==> src/rtl/updn_pkg.sv <==
package updn_pkg;

    // Width of one counter slice.
    parameter int SLICE_W = 4;

    // Direction encoding on the up input.
    typedef enum logic {
        DIR_DOWN = 1'b0,
        DIR_UP   = 1'b1
    } dir_e;

    // Registered state of one slice.
    typedef struct packed {
        logic [SLICE_W-1:0] cnt;
    } slice_state_t;

endpackage

==> src/rtl/updn_term.sv <==
// Terminal-value detector for one slice: all ones going up, all zeros going down.
module updn_term #(
    parameter int W = 4
) (
    input  logic [W-1:0] cnt,
    input  logic         up,
    input  logic         cin_en,
    output logic         at_term,
    output logic         rco
);
    logic all_ones;
    logic all_zeros;

    always_comb begin
        all_ones  = &cnt;
        all_zeros = ~|cnt;
        at_term   = (up == updn_pkg::DIR_UP) ? all_ones : all_zeros;
        rco       = cin_en & at_term;
    end
endmodule

==> src/rtl/updn_slice.sv <==
// One cascadable slice: clear, then load, then count, then hold.
module updn_slice
    import updn_pkg::*;
(
    input  logic               clk,
    input  logic               clr_n,
    input  logic               ld_n,
    input  logic [SLICE_W-1:0] data,
    input  logic               cnt_en,
    input  logic               cin_en,
    input  logic               up,
    output logic [SLICE_W-1:0] count,
    output logic               rco
);
    localparam logic [SLICE_W-1:0] STEP = {{(SLICE_W-1){1'b0}}, 1'b1};

    slice_state_t st_d;
    slice_state_t st_q;
    logic         at_term;

    always_comb begin
        st_d = st_q;
        if (!ld_n) begin
            st_d.cnt = data;
        end else if (cnt_en && cin_en) begin
            if (up == DIR_UP) begin
                st_d.cnt = st_q.cnt + STEP;
            end else begin
                st_d.cnt = st_q.cnt - STEP;
            end
        end
    end

    always_ff @(posedge clk or negedge clr_n) begin
        if (!clr_n) begin
            st_q <= '0;
        end else begin
            st_q <= st_d;
        end
    end

    updn_term #(.W(SLICE_W)) u_term (
        .cnt     (st_q.cnt),
        .up      (up),
        .cin_en  (cin_en),
        .at_term (at_term),
        .rco     (rco)
    );

    assign count = st_q.cnt;

    // at_term is kept for visibility of the ungated flag; rco is the gated form.
    logic unused_term;
    assign unused_term = at_term;
endmodule

==> src/rtl/updn_cascade.sv <==
// Chain of NSLICE slices, carry-in of each fed by the ripple-carry of the one below.
module updn_cascade
    import updn_pkg::*;
#(
    parameter int NSLICE = 2,
    localparam int W = SLICE_W * NSLICE
) (
    input  logic         clk,
    input  logic         clr_n,
    input  logic         ld_n,
    input  logic [W-1:0] data,
    input  logic         cnt_en,
    input  logic         cin_en,
    input  logic         up,
    output logic [W-1:0] count,
    output logic         rco
);
    logic [NSLICE:0] chain;

    assign chain[0] = cin_en;

    for (genvar g = 0; g < NSLICE; g++) begin : g_slice
        updn_slice u_slice (
            .clk    (clk),
            .clr_n  (clr_n),
            .ld_n   (ld_n),
            .data   (data[g*SLICE_W +: SLICE_W]),
            .cnt_en (cnt_en),
            .cin_en (chain[g]),
            .up     (up),
            .count  (count[g*SLICE_W +: SLICE_W]),
            .rco    (chain[g+1])
        );
    end

    assign rco = chain[NSLICE];
endmodule

==> config.mk <==
export PLATFORM = sky130hd
export DESIGN_NAME = updn_cascade
export DESIGN_NICKNAME = d
export VERILOG_FILES = /design/src/rtl/updn_pkg.sv /design/src/rtl/updn_term.sv /design/src/rtl/updn_slice.sv /design/src/rtl/updn_cascade.sv
export SDC_FILE = /design/constraint.sdc
export NUM_CORES = 1
export LEC_CHECK = 0
export BUFFER_PORTS_ARGS = -buffer_cell sky130_fd_sc_hd__buf_2
export CORE_UTILIZATION = 35
export CTS_BUF_LIST = sky130_fd_sc_hd__clkbuf_16
export DETAILED_ROUTE_END_ITERATION = 10
export PLACE_DENSITY = 0.58
export RECOVER_POWER = 100
export SYNTH_ARGS = -nofsm -noshare
export SYNTH_HDL_FRONTEND = slang
export SYNTH_HIERARCHICAL = 1
export SYNTH_SLANG_ARGS = --single-unit
==> constraint.sdc <==
create_clock -name clk -period 3 [get_ports clk]
set_clock_uncertainty 0.2 [all_clocks]
set_input_delay 0.15 -clock clk [delete_from_list [all_inputs] [get_ports clk]]
set_output_delay 0.15 -clock clk [all_outputs]
set_load 0.01 [all_outputs]
==> qor.yml <==
placement:
  place_congestion: 0.777
  dp.final_hpwl_um: 1140
  portBuffers: 22
die:
  die-height_um: 46.4
  io_pins: 23
  num_rows: 15
  core_um2: 1780
  start_util: 0.387
  die_x_um: 46.4
  dieArea_um2: 2150
sta:
  rsz0062_at_grt: "false"
  slew_violations: 0
  hold_violations: 0
  maxSlewHeadroom: 0.714
  period_minus_slack_ns: 2.48
  finalSetupTns_ns: 0
  finalCritPeriodShare: 0.827
  fmax_ghz: 0.403
  setup_violations: 0
  worst_pin_slew_ns: 0.418
layout:
  antenna_cells: 0
  drive_gt1_frac: 0.221
  largest_reg_flops: 8
  most-common-layout-cells: "buf_2, clkbuf_1, nand2_1, dfrtp_1, dlygate4sd3_1"
  syn_to_final_growth_pct: 36.2
  layout.nets: 126
  final_common_cell: "buf_2"
setup_path:
  reg2regPathDepth: 6
  critical_path.slowest_cell: "or4_4"
  worst-r2r-setup-slack_ns: 0.52
  regToRegEndpoint: "g_slice[1].u_slice/count[3]"
  slowest_delay_ns: 0.53
  crit_type: "flip-flop to flip-flop"
  r2r_start: "g_slice[0].u_slice/count[0]"
  crit_required_ns: 2.96
  critical_path.startpoint_type: "flip-flop"
  arrival_ns: 2.44
  crit_path_end_kind: "flip-flop"
  worst-path-max-fanout: 7
  crit_chain: "or4_4, o22ai_1, nand2_1, or4b_1, a21o_1, nand3_1"
drt:
  routed_wl_um: 1480
  drc: 0
  firstDrtPassIters: 4
  avgRoutedWirePerCell_um: 11.5
  antenna_left: 0
  drt_iter0_drc: 7
  vias: 642
  routed_via_density: 4.98
synthesis:
  avgSynthCellArea_um2: 9.33
  synth_warnings: 6
  synthCells: 74
  netlist_area_um2: 691
  syn_nets: 94
global_route:
  grt_pass1_vias: 562
  grt_use_total: 0.156
  overflow: 0
  antenna_found_initial: 0
  grt_pass1_wl_um: 2420
  grt_start_max_net_pins: 23
clock_tree:
  cts_setup_buffers: 0
  cts_buffers: 3
  worstSkewPairLatency_ns: 0.23
  ctsLongestPathBuffers: 2
  clockRootBuffer: "clkbuf_16"
  cts.sinks: 8
  path_clk_slew_ns: 0.04
  htree_levels: 1
  cts_tree: "done"
power:
  finalPower_mw: 0.486
  leakagePower_nw: 0.399
  ir_drop_v: 0.000375
  p_per_area_nw_per_um2: 516
hold_path:
  hold_path_class: "input pin to flip-flop"
  hold_depth: 4
  min_to: "g_slice[1].u_slice/count[3]"
  min_from: "data[7]"
run:
  drv_cap: 0
status:
  status: "complete, no violations"
worst max path at each step:
stage / from / endpoint / slack [ns] / depth (start not counted)
after floorplan: g_slice[0].u_slice/count[1] / g_slice[1].u_slice/count[3] / 0.72 / 6
after global placement: g_slice[0].u_slice/count[1] / g_slice[1].u_slice/count[3] / 0.71 / 6
after detailed placement: g_slice[0].u_slice/count[1] / g_slice[1].u_slice/count[3] / 0.66 / 6
after CTS: g_slice[0].u_slice/count[0] / g_slice[1].u_slice/count[3] / 0.65 / 6
after global routing: g_slice[0].u_slice/count[0] / g_slice[1].u_slice/count[3] / 0.40 / 6
final: g_slice[0].u_slice/count[0] / g_slice[1].u_slice/count[3] / 0.52 / 6
through the flow:
stage | cell area [µm²] | hold slack, ns | cells | setup slack (ns) | util
2_1_floorplan | 691 | -0.346 | 74 | 0.718 | -
3_3_place_gp | 817 | -0.198 | 119 | 0.707 | 0.458
3_5_place_dp | 817 | -0.200 | 119 | 0.659 | 0.458
4_1_cts | 962 | 0.0627 | 129 | 0.647 | 0.540
5_1_grt | 941 | 0.0628 | 129 | 0.403 | 0.528
6_report | 941 | 0.0641 | 129 | 0.520 | 0.528
critical path: cells and delay by family, from the launching register on:
family | cells | cell delay [ns]
AO/OA/AOI/OAI | 2 | 0.44
flip-flops | 1 | 0.44
AND/OR/NAND/NOR | 4 | 1.35
routing by layer:
metal | track usage | up-vias | share of wire
li1 | - | 337 | -
met1 | 0.229 | 294 | 0.53
met2 | 0.219 | 11 | 0.44
met3 | 0.0353 | 0 | 0.027
met4 | 0.0529 | 0 | 0
met5 | 0 | - | 0
area by class of cell:
type | count | area, µm²
clock buffer | 3 | 75.1
multi-input combinational | 62 | 459
inverter | 2 | 7.51
tap | 25 | 31.3
fill | 173 | 842
timing repair buffer | 29 | 168
sequential | 8 | 200
report_power, final:
group	switching, mW	internal (mW)
logic	0.0617	0.0585
clock network	0.0445	0.171
registers	0.0267	0.123
what timing repair did:
action | in CTS | in global routing
hold buffers | 7 | 0
endpoints found under the hold margin | 14 | 0
gates resized for setup | 0 | 0
Power figures use the tool's default switching activity.
